[src/rtl/tclk_pkg.sv]
// Shared definitions for the timer tick source selector.
// Assumes the prescaler is at least 10 bits wide so that every tap fits.
package tclk_pkg;

    typedef enum logic [2:0] {
        SEL_OFF      = 3'b000,
        SEL_DIRECT   = 3'b001,
        SEL_DIV8     = 3'b010,
        SEL_DIV64    = 3'b011,
        SEL_DIV256   = 3'b100,
        SEL_DIV1024  = 3'b101,
        SEL_PIN_FALL = 3'b110,
        SEL_PIN_RISE = 3'b111
    } tclk_sel_e;

    localparam int NUM_TAPS = 4;

    // Base-2 exponent of each prescaler tap, in select-code order.
    function automatic int tap_exp(input int idx);
        case (idx)
            0:       return 3;
            1:       return 6;
            2:       return 8;
            default: return 10;
        endcase
    endfunction

endpackage

[src/rtl/tclk_prescaler.sv]
// Free-running prescaler. It counts up on every clock and wraps.
// Tap g is high for one cycle each time the low tap_exp(g) bits are all ones.
// Assumes tap_exp(g) <= CNT_W for every tap.
module tclk_prescaler #(
    parameter int CNT_W    = 10,
    parameter int NUM_TAPS = tclk_pkg::NUM_TAPS
) (
    input  logic                clk,
    input  logic                rst_n,
    output logic [CNT_W-1:0]    cnt_o,
    output logic [NUM_TAPS-1:0] tap_o
);

    logic [CNT_W-1:0] cnt_q;

    // Advance the prescaler each cycle; only reset clears it.
    always_ff @(posedge clk) begin
        if (!rst_n) cnt_q <= '0;
        else        cnt_q <= cnt_q + 1'b1;
    end

    for (genvar g = 0; g < NUM_TAPS; g++) begin : g_tap
        localparam int E = tclk_pkg::tap_exp(g);
        assign tap_o[g] = &cnt_q[E-1:0];
    end

    assign cnt_o = cnt_q;

endmodule

[src/rtl/tclk_pin_sync.sv]
// Brings an asynchronous pin into the clock domain through SYNC_STAGES flops.
// One more flop holds the previous synced level for edge detection.
// Assumes SYNC_STAGES >= 2.
module tclk_pin_sync #(
    parameter int SYNC_STAGES = 2
) (
    input  logic clk,
    input  logic rst_n,
    input  logic pin_i,
    output logic lvl_o,
    output logic rise_o,
    output logic fall_o
);

    localparam int CHAIN_W = SYNC_STAGES + 1;

    logic [CHAIN_W-1:0] chain_q;

    // Shift the pin level through the synchronizer and history stage.
    always_ff @(posedge clk) begin
        if (!rst_n) chain_q <= '0;
        else        chain_q <= {chain_q[CHAIN_W-2:0], pin_i};
    end

    assign lvl_o  = chain_q[SYNC_STAGES-1];
    assign rise_o =  chain_q[SYNC_STAGES-1] & ~chain_q[SYNC_STAGES];
    assign fall_o = ~chain_q[SYNC_STAGES-1] &  chain_q[SYNC_STAGES];

endmodule

[src/rtl/tclk_source_sel.sv]
// Top level. Picks the tick source from sel_i and registers the result.
// tick_o therefore reflects the select code of the previous cycle.
// Assumes ext_pin_i may change at any time relative to clk.
module tclk_source_sel #(
    parameter int CNT_W       = 10,
    parameter int SYNC_STAGES = 2
) (
    input  logic       clk,
    input  logic       rst_n,
    input  logic [2:0] sel_i,
    input  logic       ext_pin_i,
    output logic       tick_o
);
    import tclk_pkg::*;

    logic [CNT_W-1:0]    presc_cnt;
    logic [NUM_TAPS-1:0] taps;
    logic                pin_lvl;
    logic                pin_rise;
    logic                pin_fall;
    logic                tick_d;
    logic                tick_q;
    tclk_sel_e           sel;

    tclk_prescaler #(.CNT_W(CNT_W), .NUM_TAPS(NUM_TAPS)) u_presc (
        .clk   (clk),
        .rst_n (rst_n),
        .cnt_o (presc_cnt),
        .tap_o (taps)
    );

    tclk_pin_sync #(.SYNC_STAGES(SYNC_STAGES)) u_pin (
        .clk    (clk),
        .rst_n  (rst_n),
        .pin_i  (ext_pin_i),
        .lvl_o  (pin_lvl),
        .rise_o (pin_rise),
        .fall_o (pin_fall)
    );

    assign sel = tclk_sel_e'(sel_i);

    // Route the source named by the select code to the tick register.
    always_comb begin
        case (sel)
            SEL_OFF:      tick_d = 1'b0;
            SEL_DIRECT:   tick_d = 1'b1;
            SEL_DIV8:     tick_d = taps[0];
            SEL_DIV64:    tick_d = taps[1];
            SEL_DIV256:   tick_d = taps[2];
            SEL_DIV1024:  tick_d = taps[3];
            SEL_PIN_FALL: tick_d = pin_fall;
            SEL_PIN_RISE: tick_d = pin_rise;
            default:      tick_d = 1'b0;
        endcase
    end

    // Register the tick so that it is a clean one-cycle pulse.
    always_ff @(posedge clk) begin
        if (!rst_n) tick_q <= 1'b0;
        else        tick_q <= tick_d;
    end

    assign tick_o = tick_q;

endmodule

[config.mk]
export PLATFORM = sky130hd
export DESIGN_NAME = tclk_source_sel
export DESIGN_NICKNAME = d
export VERILOG_FILES = /design/src/rtl/tclk_pkg.sv /design/src/rtl/tclk_prescaler.sv /design/src/rtl/tclk_pin_sync.sv /design/src/rtl/tclk_source_sel.sv
export SDC_FILE = /design/constraint.sdc
export NUM_CORES = 1
export LEC_CHECK = 0
export BUFFER_PORTS_ARGS = -buffer_cell sky130_fd_sc_hd__buf_2
export CORE_AREA = 2 2 45 47
export DETAILED_ROUTE_END_ITERATION = 8
export DIE_AREA = 0 0 47 49
export PLACE_DENSITY = 0.58
export SLEW_MARGIN = 20
export SYNTH_ARGS = -nofsm -noshare
export SYNTH_HDL_FRONTEND = slang
export SYNTH_SLANG_ARGS = --single-unit
[constraint.sdc]
create_clock -name clk -period 1.4 [get_ports clk]
set_input_delay 0.21 -clock clk [delete_from_list [all_inputs] [get_ports clk]]
set_output_delay 0.21 -clock clk [all_outputs]
set_load 0.01 [all_outputs]
-- Yosys cells after proc, flatten, opt, wreduce, memory -nomap -nowiden
Index checks and enable logic that the tools add are counted.
Widths: inputs -> output; s select.
- word-level logic and storage cells: 21
- output and inout port bits: 1
- flip-flop bits (word level): 14
- input bits: 6
- add/subtract/negate cells: 1
- reduce and logical (&&, ||, !) cells: 5
- bitwise operators: 4
- eq/ne operators: 7
- mux-type cells: 1
- operator list (operator ; number):
    $eq 3x3->1 const B ; 4
    $add 10x1->10 const B ; 1
    $reduce_and 10->1 ; 1
    $pmux 1 s8 ; 1
    $reduce_and 8->1 ; 1
    $eq 3x2->1 const B ; 2
    $reduce_and 6->1 ; 1
    $eq 3x1->1 const B ; 1
    $logic_not 3->1 ; 1
    $reduce_and 3->1 ; 1
    $and 1x1->1 ; 2
    $not 1->1 ; 2

-- Depth between registers and ports, before layout
- word-level depth: 3
- depth in mapped cells: 5
- mapped depth without buffers: 5

-- Modules after synthesis
A second synthesis with hierarchy kept.
- cells, all modules: 65
- area total of the unflattened synthesis: 621.8 sq um
- modules (own cells, without submodules) (module ; cells each ; seq. area each (sq um) ; instances ; area each (sq um)):
    tclk_prescaler ; 47 ; 200.2 ; 1 ; 441.7
    tclk_pin_sync ; 8 ; 60.1 ; 1 ; 91.3
    tclk_source_sel ; 10 ; 20.0 ; 1 ; 88.8

-- Worst setup path before layout
No wires, ideal clock.
- path kind: reg-to-reg
- from: register u_presc.cnt_q[0] (netlist: u_presc.cnt_o[0])
- to: register tick_q (netlist: tick_o)
- data required time: 1.314 ns
- library setup time: 0.086 ns
- cell stages (with the launch flop): 6
- arrival time: 1.263 ns
- period minus slack after synthesis: 1.349 ns
- setup slack: 0.051 ns
- buffers on the path: 0
- cell sequence: dfxtp_1 ha_1 and4_1 nand2_1 a31o_1 a221oi_2
- word-level cells in the longest chain between the ends: 2
- elaborated cells on any way between the ends: 5
- those cells by class: mux: 1; reduce/logical: 4
- ends and longest elaborated chain (what ; RTL line ; RTL):
    start, declared ; tclk_prescaler.sv:14 ; logic [CNT_W-1:0] cnt_q;
    start signal, assigned ; tclk_prescaler.sv:19 ; else cnt_q <= cnt_q + 1'b1;
    $reduce_and 10->1 (tied with other cells) ; tclk_prescaler.sv:24 ; assign tap_o[g] = &cnt_q[E-1:0];
    $pmux 1 s8 * ; tclk_source_sel.sv:45 ; case (sel)
    end signal, assigned ; tclk_source_sel.sv:61 ; else tick_q <= tick_d;
    end, declared ; tclk_source_sel.sv:22 ; logic tick_q;
Mark *: on every way between the ends. The rest lies on a longest branch, timed or not.
A chain may end at the register's enable or synchronous reset.

-- Final worst setup path
Ends and elaborated chain as after synthesis.

==> results by group <==
Status
  • Run status: complete, no violations

CTS
  • Total CTS buffers: 3
  • TritonCTS clock tree: yes
  • Clock network latency to the later pin of the worst-skew pair: 0.27 ns
  • Number of levels in the clock H-tree: 1
  • Clock root buffer master: sky130_fd_sc_hd__clkbuf_4
  • Deepest clock path buffer count: 2
  • Clock sink count: 14
  • Clock-pin slew of the registers on the worst-case setup and hold paths: 0.08 ns
  • CTS Hold Buffers Added: 0

Floorplan
  • Die Footprint: 2303 um^2
  • Starting density of the core: 32.27%
  • Die Ht: 49 um
  • IO Count: 7
  • Number of rows created at floorplan: 16
  • Width of the die: 47 um
  • Core outline area: 1842 um^2

GRT
  • Number of antenna violations at the first check in global routing: 0
  • Maximum number of pins on one net before global-route repair: 15
  • Via count of the first global-routing pass: 450
  • First-pass GRT wire length: 1718 um
  • Overflow left after global routing: 0
  • All-layer global routing usage: 10.47%

STA
  • Share of the cycle needed by the critical path after routing: 92.11%
  • Minimum setup slack in the final design: 0.1104 ns
  • Minimum clock period: 1.290 ns
  • Slew @ Worst Pin: 0.3276 ns
  • Number of slew-limit violations in the final report: 0
  • Final Hold Fails: 0
  • Sum of negative setup slack: 0 ns
  • Headroom to the max-slew limit: 77.93%
  • Unrepaired setup endpoints after global routing: no
  • # setup viols final: 0
  • Top achievable clock speed: 0.7754 GHz
  • Clk_skew: 0.0009210 ns

Yosys
  • Syn Inst Count: 61
  • Most frequently used cell type in the post-synthesis netlist: sky130_fd_sc_hd__dfxtp_1
  • Most common library cells after synthesis: 14 x sky130_fd_sc_hd__dfxtp_1, 11 x sky130_fd_sc_hd__and2_1, 6 x sky130_fd_sc_hd__nand2_1
  • Prevailing post-synth register cell: sky130_fd_sc_hd__dfxtp_1
  • Share of the yosys chip area belonging to registers: 47.16%
  • Net count of the mapped netlist: 69
  • Flip-flop and latch count after synthesis: 14
  • Post-synth ARST share: 0%
  • Number of synthesized flops with an enable pin: 0
  • Post-synthesis average cell area: 9.743 um^2
  • Post-synthesis cell type count: 23
  • Proportion of netlist area held by the largest area contributor: 47.16%
  • Largest cells by area after synthesis: sky130_fd_sc_hd__dfxtp_1 47%, sky130_fd_sc_hd__and2_1 12%, sky130_fd_sc_hd__xnor2_1 5.9%, sky130_fd_sc_hd__ha_1 4.2%, sky130_fd_sc_hd__nand2_1 3.8%
  • Cell area after synthesis: 594.3 um^2
  • Yosys top cell by area: sky130_fd_sc_hd__dfxtp_1
  • Warning count from the yosys run: 0

Critical path
  • CP Data Required Time: 1.60 ns
  • Classification of the worst setup path: flip-flop to flip-flop
  • Maximum fanout along the worst path: 2
  • Endpoint arrival time on the critical path: 1.49 ns
  • Reg-to-reg setup timing slack: 0.11 ns
  • Crit. End Element: flip-flop
  • Setup crit start kind: flip-flop

Drt
  • Detailed-route via count: 436
  • Number of search-and-repair iterations in the first detailed-routing pass: 1
  • Routed WL: 981 um
  • Antenna-violating nets left: 0
  • Met1 routed wirelength after detailed routing: 422 um
  • Per-cell via count in the routed design: 4.404
  • DRC violation total after the first TritonRoute iteration: 0
  • WL per Instance: 9.909 um
  • DRC violation count after routing: 0
  • Met3 Routed Length: 57 um
  • Routed wire length on met2: 487 um
  • Uppermost metal layer occupied by signal nets: met4

Placed design
  • Buffers added on ports: 6
  • Final RePlAce weighted congestion: 0.6601
  • Count of placed standard cells including taps: 95
  • Worst setup timing slack at the placement stage: 0.01836 ns

Worst hold path
  • Type of the tightest min-delay check: input port to flip-flop

Cells and area
  • Filler-free cell count of the finished design: 99
  • Area growth, synth to finish: 23.37%
  • Net total in the final layout: 81
  • Fill count: 205
  • Antenna cells: 0
  • Share of cells above drive strength 1: 27.78%
  • Final cell utilization of the core: 39.81%

Power
  • Static leakage: 0.2997 nW
  • Pwr per Cell Area: 1036 nW/um^2
  • VDD IR max: 675.2 uV

Flow run
  • Number of max-cap violations: 0
power breakdown:
group / internal (mW) / switching (mW) / total, mW
Sequential: 0.412 / 0.00962 / 0.421
Combinational: 0.0274 / 0.0256 / 0.0530
Clock: 0.158 / 0.127 / 0.285
repair_timing:
action | 4_1_cts | 5_1_grt
setup endpoints to repair | 1 | 1
setup buffers | 0 | 0
pin swaps | 0 | 3
resized for setup | 1 | 6
registers in the layout (all words and copies together) (netlist names):
| register | flops |
|---|---|
| u_pin.chain_q | 3 |
| u_presc.cnt_o | 10 |
| tick_o | 1 |
worst max-delay path, cell delays in order (launching register included):
cell,delay [ns]
sky130_fd_sc_hd__dfxtp_2,0.36
sky130_fd_sc_hd__ha_4,0.13
sky130_fd_sc_hd__and4_4,0.20
sky130_fd_sc_hd__nand4_1,0.15
sky130_fd_sc_hd__nand2b_4,0.18
sky130_fd_sc_hd__a221oi_2,0.19
layout by cell type (no fill, tap or decap), types with 2 or more instances in the layout:
master	synthesis	layout
sky130_fd_sc_hd__nand2_1	6	5
sky130_fd_sc_hd__buf_4	0	2
sky130_fd_sc_hd__clkbuf_4	0	3
sky130_fd_sc_hd__xor2_1	2	2
sky130_fd_sc_hd__o21ai_0	3	3
sky130_fd_sc_hd__dfxtp_2	0	2
sky130_fd_sc_hd__buf_2	0	6
sky130_fd_sc_hd__nand3_1	3	3
sky130_fd_sc_hd__dfxtp_1	14	12
sky130_fd_sc_hd__and2_1	11	11
sky130_fd_sc_hd__xnor2_1	4	4
sky130_fd_sc_hd__inv_1	2	2
worst paths after layout:
check                   startpoint          endpoint  depth (start not counted)
hold / removal           ext_pin_i  u_pin.chain_q[0]                          2
setup / recovery  u_presc.cnt_o[0]            tick_o                          5
hold reg to reg   u_pin.chain_q[0]  u_pin.chain_q[1]                          1
setup reg to reg  u_presc.cnt_o[0]            tick_o                          5
final cells by class:
cell class	count	area (um^2)	share of cell area [%]
multi-input combinational	44	327.8	44.71
sequential	14	282.8	38.57
timing repair buffer	8	45.04	6.143
clock buffer	4	36.28	4.949
tap	27	33.78	4.608
inverter	2	7.507	1.024
through the flow:
step | power, mW | cell area [um^2] | hold slack, ns
3_3_place_gp | 0.4772 | 669.4 | 0.4121
3_5_place_dp | 0.4786 | 669.4 | 0.4113
6_report | 0.7595 | 733.2 | 0.1368
4_1_cts | 0.7680 | 706.9 | 0.1285
2_1_floorplan | 0.4545 | 594.3 | 0.2938
5_1_grt | 0.7985 | 733.2 | 0.1311
cells by family after synthesis:
kind of cell,Yosys count,synth area share (%)
adder cells (fa/ha/maj),2,4.210
AND/OR/NAND/NOR,27,26.53
flip-flops,14,47.16
buffers and inverters,3,1.895
XOR/XNOR,6,8.842
AO/OA/AOI/OAI,9,11.37
per-layer routing:
layer / vias up / GRT usage (%)
li1: 228 / -
met1: 198 / 11.01
met2: 8 / 16.89
met3: 2 / 6.667
met4: 0 / 2.778
met5: - / 0
No activity file was read; power rests on OpenSTA's default activity.
